--- src/rtl/eel_pkg.sv ---
package eel_pkg;
  localparam int MEM_AW = 24;
  localparam int BASE_W = 9;
  localparam int LOW_W  = MEM_AW - BASE_W;
  localparam int REC_BYTES = 6;

  localparam logic [2:0] RA_CTRL  = 3'd0;
  localparam logic [2:0] RA_ADDR  = 3'd1;
  localparam logic [2:0] RA_DATA  = 3'd2;
  localparam logic [2:0] RA_BASE  = 3'd3;
  localparam logic [2:0] RA_BURST = 3'd4;

  typedef enum logic [1:0] {ST_IDLE, ST_SGL, ST_BRST} eng_st_t;

  // Memory address of a record: base on top, low bits from the record.
  function automatic logic [MEM_AW-1:0] rec_mem_addr(input logic [BASE_W-1:0] base,
                                                     input logic [15:0] rec);
    return {base, rec[LOW_W-1:0]};
  endfunction

  function automatic logic rec_is_term(input logic [15:0] rec);
    return rec == 16'hFFFF;
  endfunction

  function automatic logic [2:0] next_idx(input logic [2:0] idx);
    return (idx == 3'(REC_BYTES - 1)) ? 3'd0 : idx + 3'd1;
  endfunction
endpackage

--- src/rtl/eel_regs.sv ---
module eel_regs
  import eel_pkg::*;
#(
  parameter int EE_AW = 8
) (
  input  logic              clk,
  input  logic              rst_n,
  input  logic              reg_wr,
  input  logic [2:0]        reg_addr,
  input  logic [31:0]       reg_wdata,
  output logic [31:0]       reg_rdata,
  input  logic              wr_done,
  input  logic              rd_done,
  input  logic [7:0]        rd_byte,
  input  logic              burst_done,
  output logic              pend_wr,
  output logic              pend_rd,
  output logic              burst_q,
  output logic [EE_AW-1:0]  addr_q,
  output logic [7:0]        data_q,
  output logic [BASE_W-1:0] base_q
);
  logic set_ctrl, set_burst;
  assign set_ctrl  = reg_wr && (reg_addr == RA_CTRL);
  assign set_burst = reg_wr && (reg_addr == RA_BURST) && reg_wdata[0];

  always_ff @(posedge clk or negedge rst_n) begin
    if (!rst_n) begin
      pend_wr <= 1'b0;
      pend_rd <= 1'b0;
      burst_q <= 1'b0;
      addr_q  <= '0;
      data_q  <= '0;
      base_q  <= '0;
    end else begin
      pend_wr <= (pend_wr && !wr_done) || (set_ctrl && reg_wdata[0]);
      pend_rd <= (pend_rd && !rd_done) || (set_ctrl && reg_wdata[1]);
      burst_q <= (burst_q && !burst_done) || set_burst;
      if (reg_wr && reg_addr == RA_ADDR) addr_q <= reg_wdata[EE_AW-1:0];
      if (rd_done)
        data_q <= rd_byte;
      else if (reg_wr && reg_addr == RA_DATA)
        data_q <= reg_wdata[7:0];
      if (reg_wr && reg_addr == RA_BASE) base_q <= reg_wdata[BASE_W-1:0];
    end
  end

  always_comb begin
    case (reg_addr)
      RA_CTRL:  reg_rdata = {30'd0, pend_rd, pend_wr};
      RA_ADDR:  reg_rdata = 32'(addr_q);
      RA_DATA:  reg_rdata = 32'(data_q);
      RA_BASE:  reg_rdata = 32'(base_q);
      RA_BURST: reg_rdata = {31'd0, burst_q};
      default:  reg_rdata = 32'd0;
    endcase
  end
endmodule

--- src/rtl/eel_seq.sv ---
module eel_seq
  import eel_pkg::*;
#(
  parameter int EE_AW = 8
) (
  input  logic             clk,
  input  logic             rst_n,
  input  logic             pend_wr,
  input  logic             pend_rd,
  input  logic             burst_q,
  input  logic [EE_AW-1:0] addr_q,
  input  logic [7:0]       data_q,
  input  logic             ee_ack,
  input  logic             rec_term,
  output logic             ee_req,
  output logic             ee_wr,
  output logic [EE_AW-1:0] ee_addr,
  output logic [7:0]       ee_wdata,
  output logic             wr_done,
  output logic             rd_done,
  output logic             burst_done,
  output logic             burst_act,
  output logic             byte_vld,
  output logic [2:0]       byte_idx
);
  eng_st_t          st_q;
  logic [EE_AW-1:0] cur_q, next_ptr_q;
  logic             fresh_q, op_wr_q;
  logic             at_end, brst_stop;

  assign ee_req     = (st_q != ST_IDLE);
  assign ee_wr      = (st_q == ST_SGL) && op_wr_q;
  assign ee_addr    = cur_q;
  assign ee_wdata   = data_q;
  assign burst_act  = (st_q == ST_BRST);
  assign byte_vld   = burst_act && ee_ack;
  assign wr_done    = (st_q == ST_SGL) && ee_ack && op_wr_q;
  assign rd_done    = (st_q == ST_SGL) && ee_ack && !op_wr_q;
  assign at_end     = (cur_q == {EE_AW{1'b1}});
  assign brst_stop  = byte_vld && (at_end || rec_term);
  assign burst_done = brst_stop;

  always_ff @(posedge clk or negedge rst_n) begin
    if (!rst_n) begin
      st_q       <= ST_IDLE;
      cur_q      <= '0;
      next_ptr_q <= '0;
      fresh_q    <= 1'b1;
      op_wr_q    <= 1'b0;
      byte_idx   <= '0;
    end else begin
      case (st_q)
        ST_IDLE: begin
          if (burst_q) begin
            st_q     <= ST_BRST;
            cur_q    <= fresh_q ? '0 : next_ptr_q;
            byte_idx <= '0;
          end else if (pend_wr || pend_rd) begin
            st_q    <= ST_SGL;
            cur_q   <= addr_q;
            op_wr_q <= pend_wr;
          end
        end
        ST_SGL: begin
          if (ee_ack) begin
            st_q       <= ST_IDLE;
            next_ptr_q <= cur_q + 1'b1;
            fresh_q    <= 1'b0;
          end
        end
        ST_BRST: begin
          if (brst_stop) begin
            st_q       <= ST_IDLE;
            next_ptr_q <= cur_q + 1'b1;
            fresh_q    <= 1'b0;
          end else if (byte_vld) begin
            cur_q    <= cur_q + 1'b1;
            byte_idx <= next_idx(byte_idx);
          end
        end
        default: st_q <= ST_IDLE;
      endcase
    end
  end
endmodule

--- src/rtl/eel_asm.sv ---
module eel_asm
  import eel_pkg::*;
(
  input  logic              clk,
  input  logic              rst_n,
  input  logic              byte_vld,
  input  logic [2:0]        byte_idx,
  input  logic [7:0]        byte_data,
  input  logic [BASE_W-1:0] base_q,
  output logic              rec_term,
  output logic              mem_we,
  output logic [MEM_AW-1:0] mem_addr,
  output logic [31:0]       mem_wdata
);
  logic [7:0]  lo_q, hi_q;
  logic [23:0] dlo_q;

  assign rec_term = byte_vld && (byte_idx == 3'd1) && rec_is_term({byte_data, lo_q});

  always_ff @(posedge clk or negedge rst_n) begin
    if (!rst_n) begin
      lo_q      <= '0;
      hi_q      <= '0;
      dlo_q     <= '0;
      mem_we    <= 1'b0;
      mem_addr  <= '0;
      mem_wdata <= '0;
    end else begin
      mem_we <= 1'b0;
      if (byte_vld) begin
        case (byte_idx)
          3'd0: lo_q <= byte_data;
          3'd1: hi_q <= byte_data;
          3'd2: dlo_q[7:0]   <= byte_data;
          3'd3: dlo_q[15:8]  <= byte_data;
          3'd4: dlo_q[23:16] <= byte_data;
          3'd5: begin
            mem_we    <= 1'b1;
            mem_addr  <= rec_mem_addr(base_q, {hi_q, lo_q});
            mem_wdata <= {byte_data, dlo_q};
          end
          default: ;
        endcase
      end
    end
  end
endmodule

--- src/rtl/eeprom_loader.sv ---
module eeprom_loader
  import eel_pkg::*;
#(
  parameter int EE_AW = 8
) (
  input  logic              clk,
  input  logic              rst_n,
  input  logic              reg_wr,
  input  logic [2:0]        reg_addr,
  input  logic [31:0]       reg_wdata,
  output logic [31:0]       reg_rdata,
  output logic              ee_req,
  output logic              ee_wr,
  output logic [EE_AW-1:0]  ee_addr,
  output logic [7:0]        ee_wdata,
  input  logic              ee_ack,
  input  logic [7:0]        ee_rdata,
  output logic              mem_we,
  output logic [MEM_AW-1:0] mem_addr,
  output logic [31:0]       mem_wdata
);
  // Internal events, named for the checker.
  logic              wr_done, rd_done, burst_done, burst_act;
  logic              pend_wr, pend_rd, burst_q, rec_term, byte_vld;
  logic [2:0]        byte_idx;
  logic [EE_AW-1:0]  addr_q;
  logic [7:0]        data_q;
  logic [BASE_W-1:0] base_q;

  eel_regs #(.EE_AW(EE_AW)) u_regs (
    .clk(clk), .rst_n(rst_n), .reg_wr(reg_wr), .reg_addr(reg_addr),
    .reg_wdata(reg_wdata), .reg_rdata(reg_rdata), .wr_done(wr_done),
    .rd_done(rd_done), .rd_byte(ee_rdata), .burst_done(burst_done),
    .pend_wr(pend_wr), .pend_rd(pend_rd), .burst_q(burst_q),
    .addr_q(addr_q), .data_q(data_q), .base_q(base_q)
  );

  eel_seq #(.EE_AW(EE_AW)) u_seq (
    .clk(clk), .rst_n(rst_n), .pend_wr(pend_wr), .pend_rd(pend_rd),
    .burst_q(burst_q), .addr_q(addr_q), .data_q(data_q), .ee_ack(ee_ack),
    .rec_term(rec_term), .ee_req(ee_req), .ee_wr(ee_wr), .ee_addr(ee_addr),
    .ee_wdata(ee_wdata), .wr_done(wr_done), .rd_done(rd_done),
    .burst_done(burst_done), .burst_act(burst_act), .byte_vld(byte_vld),
    .byte_idx(byte_idx)
  );

  eel_asm u_asm (
    .clk(clk), .rst_n(rst_n), .byte_vld(byte_vld), .byte_idx(byte_idx),
    .byte_data(ee_rdata), .base_q(base_q), .rec_term(rec_term),
    .mem_we(mem_we), .mem_addr(mem_addr), .mem_wdata(mem_wdata)
  );
endmodule

--- config.mk ---
export PLATFORM = sky130hd
export DESIGN_NAME = eeprom_loader
export DESIGN_NICKNAME = d
export VERILOG_FILES = /design/src/rtl/eel_pkg.sv /design/src/rtl/eel_regs.sv /design/src/rtl/eel_seq.sv /design/src/rtl/eel_asm.sv /design/src/rtl/eeprom_loader.sv
export SDC_FILE = /design/constraint.sdc
export NUM_CORES = 1
export LEC_CHECK = 0
export ABC_CLOCK_PERIOD_IN_PS = 2600
export BUFFER_PORTS_ARGS = -buffer_cell sky130_fd_sc_hd__clkbuf_2
export CAP_MARGIN = 20
export CORE_MARGIN = 4
export CORE_UTILIZATION = 30
export CTS_BUF_LIST = sky130_fd_sc_hd__clkbuf_8
export DETAILED_ROUTE_END_ITERATION = 16
export GPL_TIMING_DRIVEN = 0
export SETUP_SLACK_MARGIN = 0.15
export SLEW_MARGIN = 5
export SYNTH_ARGS = -nofsm -noshare
export SYNTH_HDL_FRONTEND = slang
export SYNTH_SLANG_ARGS = --single-unit
--- constraint.sdc ---
create_clock -name clk -period 2.6 [get_ports clk]
set_clock_uncertainty 0.15 [all_clocks]
set_input_delay 0.39 -clock clk [delete_from_list [all_inputs] [get_ports clk]]
set_output_delay 0.39 -clock clk [all_outputs]
set_load 0.005 [all_outputs]
==> results.cfg <==
[status]
status = complete, no violations

[timing]
slew_violations = 0
fin_tns_setup_ps = 0
rsz0062_at_grt = no
finalSetupViolations = 0
period_needed_ps = 2280
fmax_mhz = 438
final_hold_viol_count = 0
slew_headroom_pct = 59.6
tightest_slew_ps = 605
fin_crit_sh_pct = 87.8

[clock_tree]
cts_buffers = 17
cts_tree = done
clk_pin_slew_ps = 90
clkLatencyLatePin_ps = 460
cts_buffer_depth = 2
cts-root-buf = clkbuf_8
cts_sinks = 147
htreeDepth = 4
cts_resized = 0

[logic_synthesis]
synth_area_um2 = 6560
synthDistinctLibCells = 56
ys_warn_count = 0
synthTopCellsByArea = dfrtp_1 (56%), mux2_2 (21%), buf_4 (2.7%), mux2i_1 (1.7%), mux2_4 (1.4%)
ys_seq_area_share_pct = 56.1
synth_edf_count = 0
ys.flop_type = dfrtp_1
yosys.area.top_type_share_pct = 55.7
synth_top_cell_by_area = dfrtp_1
synth-seq-cells = 147
synth_cells = 486
syn_avg_cell_area_um2 = 13.5
synthArstFlopShare_pct = 100

[worst_setup_path]
crit_type = in -> out
path_delay_family = buffers and inverters
path_cells = clkbuf_2, buf_1, mux4_2, inv_1, o21ai_0, clkbuf_2
end_kind = primary output
worst_setup_path_start_kind = input pin
critPathRequiredTime_ps = 2060
path_buf_inv = 4
worstPathMaxFanout = 10
slowest_stage = buf_1
crit_top_cell = clkbuf_2
slowest_delay_ps = 430
cp.arrival_ps = 1740

[final_layout]
register_area_um2 = 3680
multi_input_area_um2 = 2630
n_antenna_cell = 0
nFillCells = 2112
syn_to_final_growth_pct = 21.3
drive_gt1_share_pct = 48.9
post-route-util_pct = 37.4
nets = 686

[global_route]
grt_pass1_wl_um = 25900
grt.overflow.total = 0
grt_usage_pct = 13.8
antenna_found_initial = 0
grt_max_degree = 104
grt_pass1_vias = 4451

[route]
wl_um = 16200
wl_per_cell_um = 17.5
drc = 0
viasPerCell = 4.65
first_iter_violations = 189
postRouteAntennaNets = 0
vias = 4303
dr.pass1.iters = 4

[floorplanning]
io_pins = 154
die-area_um2 = 24300
start_util_pct = 30.8
fp.dieW_um = 156
rows = 53
die_y_um = 156
core_um2 = 21300

[power_and_ir_drop]
p_leak_nw = 3.72
power_density_nw_per_um2 = 1010
peakVddDrop_uv = 512

[placed_design]
io_buffers = 107
hpwl_um = 11500
routabilityCongestion = 0.772

[job]
maxCapViolations = 0

[hold_path]
hp-class = in -> reg
-- cell usage after synthesis (all sizes together), types with 2 or more instances --
library cell,n
a21oi,3
a221o,3
a221oi,4
a22oi,6
a2bb2oi,2
a31oi,3
and2,3
and3,2
and3b,3
buf,38
clkbuf,5
dfrtp,146
ha,2
inv,8
mux2,129
mux2i,11
mux4,2
nand2,21
nand3,10
nand3b,4
nand4,7
nor2,24
nor2b,7
nor3,2
o21ai,17
o31ai,2
xnor2,6
-- path summary, 6_finish.rpt --
check	startpoint	endpoint	slack (ps)	depth (start not counted)
setup / recovery	reg_addr[1]	reg_rdata[0]	320	6
hold / removal	reg_wdata[6]	u_regs.base_q[6]	60	2
setup reg to reg	u_seq.ee_addr[0]	u_seq.byte_idx[0]	420	6
hold reg to reg	u_seq.next_ptr_q[2]	u_seq.next_ptr_q[2]	340	2
max in group asynchronous	rst_n	u_seq.fresh_q	1160	3
min in group asynchronous	rst_n	u_asm.mem_wdata[24]	270	2
-- metrics by stage --
stage	worst slack [ps]	hold slack (ps)	area, µm²	power (mW)	instances
floorplan	724	-55.6	6640	5.23	508
global placement	-1640	312	7520	6.26	890
detailed placement	286	207	7560	6.33	891
CTS	326	38.2	7960	8.13	925
global route	238	39.6	7960	8.59	925
finish	316	57.6	7960	8.00	925
-- sequential cells by signal, summed over array words and instances (netlist names), 2 cells and up --
signal,count
u_regs.addr_q,8
u_regs.base_q,9
u_seq.next_ptr_q,8
u_seq.ee_addr,8
u_asm.dlo_q,24
u_asm.lo_q,8
u_seq.byte_idx,3
u_seq.st_q,2
u_regs.data_q,8
u_asm.mem_wdata,32
u_asm.hi_q,7
u_asm.mem_addr,24
-- where the power goes --
group / switching (mW) / internal (mW)
clock network: 0.980 / 0.784
logic: 1.04 / 1.41
registers: 0.584 / 3.21
-- cell usage in the layout (no fill, tap or decap), types with 9 or more instances in the layout --
cell	synthesis	routed
clkbuf_8	1	19
dfrtp_1	146	146
inv_1	8	9
mux2i_1	11	11
mux2_2	121	121
buf_4	24	24
nor2_1	24	24
conb_1	1	23
clkbuf_2	0	106
buf_2	9	9
o21ai_0	17	17
nand3_1	10	10
nand2_1	19	19
-- area by class of cell --
type / count / share of cell area [%]
clock buffer: 17 / 2.94
tap: 275 / 4.32
clock inverter: 15 / 1.84
timing repair buffer: 110 / 7.43
inverter: 9 / 0.424
sequential: 147 / 46.2
multi-input combinational: 309 / 33.0
buffer: 43 / 3.80
-- routing by layer --
layer / vias to the layer above / global-route usage (%) / share of wire, %
met4: 0 / 2.88 / 0.68
met5: - / 0 / 0
li1: 2012 / - / -
met3: 12 / 5.33 / 8.7
met2: 138 / 21.1 / 45
met1: 2141 / 18.8 / 46
-- kinds of logic after synthesis --
group           synth area share (%)
flops                           56.1
mux                             24.8
simple gates                    7.49
buf+inv                         5.13
compound gates                  5.21
xor+xnor                       0.801
fa+ha+maj                      0.381
other cells                   0.0572
-- what timing repair did --
item	in CTS	in global routing
hold endpoints to repair	45	0
hold buffers	2	0
setup endpoints to repair	0	0
setup buffers	0	0
No activity file was read; power rests on OpenSTA's default activity.
